File: config.mk
export PLATFORM = sky130hd
export DESIGN_NAME = samp_ring_fifo
export DESIGN_NICKNAME = d
export VERILOG_FILES = /design/src/rtl/sfifo_pkg.sv /design/src/rtl/sfifo_ctrl.sv /design/src/rtl/sfifo_store.sv /design/src/rtl/sfifo_irq.sv /design/src/rtl/samp_ring_fifo.sv
export SDC_FILE = /design/constraint.sdc
export NUM_CORES = 1
export LEC_CHECK = 0
export BUFFER_PORTS_ARGS = -buffer_cell sky130_fd_sc_hd__buf_2
export CAP_MARGIN = 20
export CORE_UTILIZATION = 60
export DETAILED_ROUTE_END_ITERATION = 8
export GPL_TIMING_DRIVEN = 0
export PLACE_DENSITY = 0.88
export RECOVER_POWER = 25
export SKIP_LAST_GASP = 1
export SYNTH_ARGS = -nofsm -noshare
export SYNTH_HDL_FRONTEND = slang
export SYNTH_SLANG_ARGS = --single-unit
File: constraint.sdc
create_clock -name clk -period 8.7 [get_ports clk]
set_clock_uncertainty 0.05 [all_clocks]
set_input_delay 0 -clock clk [delete_from_list [all_inputs] [get_ports clk]]
set_output_delay 0 -clock clk [all_outputs]
set_load 0.05 [all_outputs]
File: src/rtl/sfifo_pkg.sv
`timescale 1ns/1ps
package sfifo_pkg;

    typedef enum logic {
        POL_HOLD = 1'b0,
        POL_WRAP = 1'b1
    } full_policy_e;

    // One cycle's decided actions on the ring
    typedef struct packed {
        logic load;   // pointer load, ring traffic suppressed
        logic wr;     // sample stored at write pointer
        logic rd;     // oldest sample consumed by host
        logic bump;   // read pointer pushed by a wrapping overwrite
        logic drop;   // write discarded while full under hold
    } ring_op_t;

    function automatic logic [7:0] sat_inc8(input logic [7:0] v, input logic [7:0] lim);
        return (v >= lim) ? lim : v + 8'd1;
    endfunction

endpackage

File: src/rtl/sfifo_ctrl.sv
`timescale 1ns/1ps
module sfifo_ctrl
    import sfifo_pkg::*;
#(
    parameter int DEPTH = 32,
    parameter int OVF_W = 5,
    localparam int AW = $clog2(DEPTH),
    localparam int CW = AW + 1
) (
    input  logic          clk,
    input  logic          rst,
    input  logic          wr_en,
    input  logic          rd_en,
    input  logic          roll_en,
    input  logic          wptr_ld,
    input  logic          rptr_ld,
    input  logic [AW-1:0] ptr_val,
    output logic [AW-1:0] wptr,
    output logic [AW-1:0] rptr,
    output logic [CW-1:0] count,
    output ring_op_t      op,
    output logic [OVF_W-1:0] ovf_cnt
);
    localparam logic [CW-1:0] FULL_CNT = CW'(DEPTH);
    localparam logic [OVF_W-1:0] OVF_MAX = '1;

    full_policy_e pol;
    logic full, empty, blocked;
    logic [AW-1:0] nw, nr;

    always_comb begin
        pol     = roll_en ? POL_WRAP : POL_HOLD;
        full    = (count == FULL_CNT);
        empty   = (count == '0);
        op.load = wptr_ld | rptr_ld;
        op.rd   = !op.load && rd_en && !empty;
        blocked = !op.load && wr_en && full && !op.rd;
        op.bump = blocked && (pol == POL_WRAP);
        op.drop = blocked && (pol == POL_HOLD);
        op.wr   = !op.load && wr_en && !op.drop;
        nw      = wptr_ld ? ptr_val : wptr;
        nr      = rptr_ld ? ptr_val : rptr;
    end

    always_ff @(posedge clk) begin
        if (rst) begin
            wptr    <= '0;
            rptr    <= '0;
            count   <= '0;
            ovf_cnt <= '0;
        end else begin
            if (op.load) begin
                wptr  <= nw;
                rptr  <= nr;
                count <= CW'(AW'(nw - nr));
            end else begin
                wptr  <= wptr + AW'(op.wr);
                rptr  <= rptr + AW'(op.rd | op.bump);
                count <= count + CW'(op.wr) - CW'(op.rd) - CW'(op.bump);
            end
            if (op.drop && ovf_cnt != OVF_MAX)
                ovf_cnt <= ovf_cnt + OVF_W'(1);
        end
    end

endmodule

File: src/rtl/sfifo_store.sv
`timescale 1ns/1ps
module sfifo_store #(
    parameter int DEPTH  = 32,
    parameter int DATA_W = 24,
    localparam int AW = $clog2(DEPTH)
) (
    input  logic              clk,
    input  logic              we,
    input  logic [AW-1:0]     waddr,
    input  logic [DATA_W-1:0] wdata,
    input  logic [AW-1:0]     raddr,
    output logic [DATA_W-1:0] rdata
);
    logic [DATA_W-1:0] slots [DEPTH];

    always_ff @(posedge clk) begin
        if (we) slots[waddr] <= wdata;
    end

    assign rdata = slots[raddr];

endmodule

File: src/rtl/sfifo_irq.sv
`timescale 1ns/1ps
module sfifo_irq #(
    parameter int DEPTH = 32,
    parameter int THR_W = 4,
    localparam int CW = $clog2(DEPTH) + 1
) (
    input  logic             clk,
    input  logic             rst,
    input  logic [CW-1:0]    count,
    input  logic [THR_W-1:0] thr,
    input  logic             clr,
    input  logic             shutdown,
    output logic             irq
);
    logic at_level, at_level_q;

    assign at_level = (count >= (CW'(DEPTH) - CW'(thr)));

    always_ff @(posedge clk) begin
        if (rst) begin
            irq        <= 1'b0;
            at_level_q <= 1'b0;
        end else begin
            at_level_q <= at_level;
            if (shutdown)
                irq <= 1'b0;
            else if (at_level && !at_level_q)
                irq <= 1'b1;
            else if (clr)
                irq <= 1'b0;
        end
    end

endmodule

File: src/rtl/samp_ring_fifo.sv
`timescale 1ns/1ps
module samp_ring_fifo
    import sfifo_pkg::*;
#(
    parameter int DEPTH  = 32,
    parameter int DATA_W = 24,
    parameter int THR_W  = 4,
    parameter int OVF_W  = 5,
    localparam int AW = $clog2(DEPTH),
    localparam int CW = AW + 1
) (
    input  logic              clk,
    input  logic              rst,
    input  logic              wr_en,
    input  logic [DATA_W-1:0] wr_data,
    input  logic              rd_en,
    output logic [DATA_W-1:0] rd_data,
    input  logic              roll_en,
    input  logic [THR_W-1:0]  afull_thr,
    input  logic              wptr_ld,
    input  logic              rptr_ld,
    input  logic [AW-1:0]     ptr_val,
    input  logic              irq_clr,
    input  logic              shutdown,
    output logic [CW-1:0]     count,
    output logic              afull_irq,
    output logic [OVF_W-1:0]  ovf_cnt
);
    logic [AW-1:0] wptr, rptr;
    ring_op_t      op;

    sfifo_ctrl #(.DEPTH(DEPTH), .OVF_W(OVF_W)) u_ctrl (
        .clk(clk), .rst(rst), .wr_en(wr_en), .rd_en(rd_en), .roll_en(roll_en),
        .wptr_ld(wptr_ld), .rptr_ld(rptr_ld), .ptr_val(ptr_val),
        .wptr(wptr), .rptr(rptr), .count(count), .op(op), .ovf_cnt(ovf_cnt)
    );

    sfifo_store #(.DEPTH(DEPTH), .DATA_W(DATA_W)) u_store (
        .clk(clk), .we(op.wr), .waddr(wptr), .wdata(wr_data),
        .raddr(rptr), .rdata(rd_data)
    );

    sfifo_irq #(.DEPTH(DEPTH), .THR_W(THR_W)) u_irq (
        .clk(clk), .rst(rst), .count(count), .thr(afull_thr),
        .clr(irq_clr), .shutdown(shutdown), .irq(afull_irq)
    );

endmodule

---- Word level (Yosys, flattened, before mapping) ----
Memories as Yosys holds them, arrays and structs flattened. A register that Yosys moved wholly into a read port is not among the register bits.
Index checks and enable logic that the tools add are counted.
word-level totals
  memory bits (read-only) ................. 0
  memories ................................ 1
  register bits ........................... 23
  latch bits .............................. 0
  memory bits (writable) .................. 768
memories
  name           depth  width  read ports  clocked after memory_dff  write ports  line               text
  u_store.slots  32     24     1           1                         1            sfifo_store.sv:14  logic [DATA_W-1:0] slots [DEPTH];
cells by class
  eq/ne operators ......................... 2
  div/mod/pow operators ................... 0
  reduce and logical (&&, ||, !) cells .... 19
  bitwise logic cells ..................... 3
  add/subtract/negate cells ............... 8
  shift-type cells ........................ 0
  multiplexer cells ....................... 11
  order comparisons ....................... 1
  multipliers ............................. 0
operators by type and width
  kind                 count
  $mux 5               6
  $sub 6x1->6          2
  $logic_and 1x1->1    10
  $add 6x1->6          1
  $eq 6x6->1 const B   1
  $ge 6x6->1           1
  $logic_not 6->1      1
  $sub 6x4->6 const A  1
  $add 5x1->5          1
  $add 5x1->5 const B  1
  $add 5x5->5          1
  $logic_not 1->1      5
  $mux 1               5
  $ne 5x5->1 const B   1
  $sub 5x5->5          1
  $reduce_or 2->1      2
  $or 1x1->1           2
  $reduce_bool 2->1    1
  $not 1->1            1

---- Logic depth before layout (Yosys ltp) ----
  depth after elaboration ................. 13
  mapped depth ............................ 16
  depth with buffers taken out ............ 16

---- Cells and area by module ----
A second synthesis with hierarchy kept.
unflattened totals
  cell total of the unflattened synthesis .. 1884
  area total of the unflattened synthesis .. 31799.2 µm²
by module, submodules not included
  module       cells each  instances  area each (µm²)
  sfifo_store  1687        1          30002.5
  sfifo_ctrl   169         1          1542.7
  sfifo_irq    28          1          254.0

---- Least setup slack after synthesis ----
No wires, ideal clock.
  path kind ............................... flip-flop to flip-flop
  from .................................... register u_ctrl.count[4]
  to ...................................... memory u_store.slots[28][0], enable pin
  required time ........................... 8.245 ns
  slack ................................... 5.131 ns
  arrival ................................. 3.114 ns
  period minus slack after synthesis ...... 3.569 ns
  cell stages (with the launch flop) ...... 8
  buffers on the path ..................... 1
  cell sequence ........................... dfxtp_1 inv_1 ha_1 nor4b_4 o311a_2 or3b_1 buf_2 nor2_1
on the way
  cells in the longest elaborated chain, start to end .. 10
  elaborated cells between the ends (all ways) .. 12
RTL lines
  element                           line               text
  from (decl)                       sfifo_ctrl.sv:20   output logic [CW-1:0] count,
  from (signal assigned)            sfifo_ctrl.sv:55   count <= CW'(AW'(nw - nr));
  from (signal assigned)            sfifo_ctrl.sv:59   count <= count + CW'(op.wr) - CW'(op.rd) - CW'(op.bump);
  $logic_not 6->1                   sfifo_ctrl.sv:34   empty = (count == '0);
  $logic_not 1->1                   sfifo_ctrl.sv:36   op.rd = !op.load && rd_en && !empty;
  $logic_and 1x1->1                 sfifo_ctrl.sv:36
  $logic_not 1->1                   sfifo_ctrl.sv:37   blocked = !op.load && wr_en && full && !op.rd;
  $logic_and 1x1->1 (*)             sfifo_ctrl.sv:37
  $logic_and 1x1->1 (*)             sfifo_ctrl.sv:39   op.drop = blocked && (pol == POL_HOLD);
  $logic_not 1->1 (*)               sfifo_ctrl.sv:40   op.wr = !op.load && wr_en && !op.drop;
  $logic_and 1x1->1 (*)             sfifo_ctrl.sv:40
  $mux 1 (*)                        sfifo_store.sv:17  if (we) slots[waddr] <= wdata;
  $mux 1 (not written as such) (*)  sfifo_store.sv:17
  to (decl)                         sfifo_store.sv:14
Every way passes the cells marked *; elsewhere a longest branch is shown, timed or not.

==> results.json <==
{
  "grt_setup_unrepaired": "false",
  "finalWeightedCongestion": 0.8656,
  "rr_worst_depth": 17,
  "cts_max_level": 3,
  "static-leakage-power_nw": 11.13,
  "avg_inst_size_synth_um2": 20.56,
  "total_global_routing_overflow": 0,
  "cp_data_arrival_time_ns": 4.14,
  "slack_of_the_critical_path_ns": 4.506,
  "number_of_global_route_vias_before_repair": 17560,
  "min-delay-path-class": "primary input to flip-flop",
  "synthesis.instances": 1505,
  "critPathLaunchType": "flip-flop",
  "layout.cells.non_filler": 2439,
  "die_width_um": 229.1,
  "start_util_pct": 61.30,
  "synth_top_cell_area_share_pct": 74.53,
  "clock_power_share_pct": 38.6,
  "max-slew-margin-rel_pct": -6.483,
  "ioPinCount": 78,
  "crit_path_end_kind": "primary output",
  "setup_tns_ns": 0,
  "max_freq_mhz": 238.5,
  "crit_type": "flip-flop to primary output",
  "globalRouteTotalUtil_pct": 31.94,
  "maxCapViolations": 8,
  "dr.pass1.iters": 9,
  "post_synth_num_cell_types": 51,
  "cts_root_buf": "clkbuf_16",
  "setup_violation_total_in_the_final_timing_report": 0,
  "critical_path_required_ns": 8.65,
  "mappedNetlistNets": 1577,
  "drt-initial-drc-count": 2502,
  "cts.repair.resized": 0,
  "clock_path_buffers": 3,
  "post-route-drc-count": 0,
  "dieHeight_um": 229.1,
  "vias_per_cell": 7.103,
  "timing.critical_path.slowest_stage_cell": "clkbuf_1",
  "largest_net_degree_at_the_start_of_global_routing": 33,
  "placement_rows": 82,
  "comb_power_share_pct": 9.5,
  "tritoncts": "done",
  "mostFrequentLayoutCell": "edfxtp_1",
  "final-max-slew-violation-count": 198,
  "num-nets-final": 1780,
  "grt_first_pass_wirelength_um": 118400,
  "p_int_mw": 6.199,
  "post-place-cells": 2262,
  "yosys_register_bits": 791,
  "netSwitchingPower_mw": 1.915,
  "power_density_nw_per_um2": 230.5,
  "critical_path_buf_inv_count": 4,
  "place_ws_ns": 5.130,
  "vias": 17320,
  "cp_top_family": "buffers and inverters",
  "postRouteAntennaNets": 0,
  "ys.warnings.count": 0,
  "synthSimpleGateAreaFrac_pct": 1.852,
  "synth_compound_area_share_pct": 4.598,
  "coreArea_um2": 50480,
  "cts_buf_count": 76,
  "layout-area-overhead-vs-synth_pct": 13.78,
  "path_cells": "buf_2, nor2b_1, clkbuf_1, clkbuf_1, a211oi_1, a21oi_1, buf_2",
  "post_synthesis_sequential_area_ratio_pct": 76.02,
  "count_of_cells_along_the_worst_hold_path": 6,
  "n_fill_cell": 2809,
  "finalHoldViolations": 0,
  "postSynth.asyncResetShare_pct": 0,
  "detailed_place.area_um2": 32520,
  "cts_num_sinks": 791,
  "finish.instance_area_um2": 35210,
  "timing.critical_path.fanout_max": 10,
  "wl_per_cell_um": 33.83,
  "most_used_cells_in_the_layout_excluding_fill_and_tap_cells": "edfxtp_1 (768), mux4_2 (144), mux2i_1 (105), buf_2 (82), clkbuf_16 (78)",
  "clk_pin_slew_ns": 0.06,
  "violations_in_the_final_reports": "capacitance limit, slew limit",
  "io_buffer_count": 76,
  "synth.cell_area_um2": 30940,
  "place.detailed.hpwl_um": 47350,
  "p_sw_share_pct": 23.60,
  "synth_top_family_by_area": "multiplexers",
  "share_seq_of_total_power_pct": 51.9,
  "worstSkewPairLatency_ns": 0.61,
  "muxShareOfSynthArea_pct": 14.02,
  "layout_worst_path_cycle_share_pct": 48.20,
  "worst-path-stages": 7,
  "ys_dominant_reg_cell": "edfxtp_1",
  "final_period_minus_worst_setup_slack_ns": 4.194,
  "synth_top_cell_by_area": "edfxtp_1",
  "totalWireLength_um": 82520,
  "yosys-top-cells-area": "edfxtp_1 (75%), mux4_2 (10%), mux2i_1 (3.4%)",
  "run_status": "complete, but fails checks",
  "synth_adder_area_share_pct": 1.286,
  "final_layout_size_suffix_gt1_share_pct": 22.54,
  "cp_slowest_stage_delay_ns": 0.66,
  "power.ir.vdd_worst_mv": 0.1401,
  "grt_antenna_before_repair": 1,
  "floorplan.die_area_um2": 52480,
  "worstMarginPinSlew_ns": 1.597,
  "synth_edf_count": 768,
  "yosys.area_share.xor_xnor_pct": 0.4812
}
layer usage:
metal | vias to the layer above | wire length, µm | global-route usage, %
li1 | 6675 | - | -
met1 | 8770 | 27450 | 40.01
met2 | 1576 | 41240 | 53.32
met3 | 301 | 9839 | 7.209
met4 | 2 | 3966 | 15.02
met5 | - | 13 | 0
power groups by stage:
| stage | registers, mW | clock network (mW) | logic, mW |
|---|---|---|---|
| final | 4.21 | 3.13 | 0.769 |
| after detailed placement | 4.29 | 0 | 0.720 |
| after CTS | 4.21 | 3.13 | 0.755 |
| after global placement | 4.29 | 0 | 0.687 |
| after floorplan | 4.31 | 0 | 0.444 |
| after global routing | 4.21 | 3.27 | 0.796 |
final cells by class:
class | instances | area (µm²) | share of cell area, %
Tap cell | 672 | 840.8 | 2.388
Clock inverter | 37 | 265.3 | 0.7534
Buffer | 88 | 462.9 | 1.315
Sequential cell | 791 | 23520 | 66.81
Timing Repair Buffer | 125 | 920.9 | 2.616
Antenna cell | 1 | 2.502 | 0.007108
Inverter | 20 | 75.07 | 0.2132
Clock buffer | 99 | 2041 | 5.796
Multi-Input combinational cell | 606 | 7077 | 20.10
registers in the layout (all words and copies together) (netlist names):
| register | cells |
|---|---|
| u_ctrl.count | 6 |
| u_ctrl.ovf_cnt | 5 |
| u_ctrl.rptr | 5 |
| u_ctrl.wptr | 5 |
| u_irq.at_level_q | 1 |
| u_irq.irq | 1 |
| u_store.slots | 768 |
path summary, 6_finish.rpt:
check | to | slack [ns] | start
setup / recovery | rd_data[15] | 4.51 | u_ctrl.rptr[2]
hold / removal | u_irq.at_level_q | 0.10 | afull_thr[0]
setup reg to reg | u_ctrl.rptr[4] | 4.74 | u_ctrl.count[4]
hold reg to reg | u_ctrl.ovf_cnt[4] | 0.49 | u_ctrl.ovf_cnt[4]
worst register-to-register path: stages (launching register included):
cell           delay, ns
dfxtp_1             0.33
inv_1               0.12
ha_1                0.27
nand4_1             0.12
nand3_1             0.12
inv_1               0.09
or3_1               0.38
ha_1                0.21
inv_1               0.06
ha_1                0.19
ha_1                0.20
nand4b_1            0.14
xor2_1              0.18
nor2_1              0.07
a21oi_1             0.13
dlygate4sd3_1       0.58
nor2_1              0.04
dlygate4sd3_1       0.58
cells in the mapped netlist, types with 2 or more instances:
library cell and number:
edfxtp_1 768, mux4_2 144, mux2i_1 105, nor2_1 62
a211oi_1 58, clkbuf_1 36, a21oi_1 30, ha_1 27
a22oi_1 25, o22ai_1 25, a22o_1 23, dfxtp_1 23
o221ai_1 23, buf_2 22, buf_4 20, inv_1 20
xor2_1 11, nand3_1 7, buf_1 6, nand2_1 6
nand3b_1 6, xnor2_1 6, buf_6 4, mux2_2 4
nor2b_1 4, nor3_1 4, fa_1 3, o21ai_0 3
a21o_1 2, and3_1 2, nand4_1 2, nand4b_1 2
nor3b_1 2, o31ai_1 2, or3_1 2
repair_timing:
item / 4_1_cts / 5_1_grt
hold buffers: 40 / 0
endpoints found under the hold margin: 790 / 0
setup buffers: 0 / 0
cells by family after synthesis:
family | after synthesis
compound gates | 196
flops | 791
xor+xnor | 17
buf+inv | 108
simple gates | 110
fa+ha+maj | 30
mux | 253
per-stage QoR:
step | total power [mW] | hold WS [ns] | util (%)
floorplan | 4.750 | 0.02679 | -
global placement | 4.975 | 0.1121 | 63.72
detailed placement | 5.010 | 0.1176 | 64.42
CTS | 8.099 | 0.01691 | 69.78
global route | 8.275 | 0.1310 | 69.74
finish | 8.114 | 0.1028 | 69.75
No activity file was read; power rests on OpenSTA's default activity.
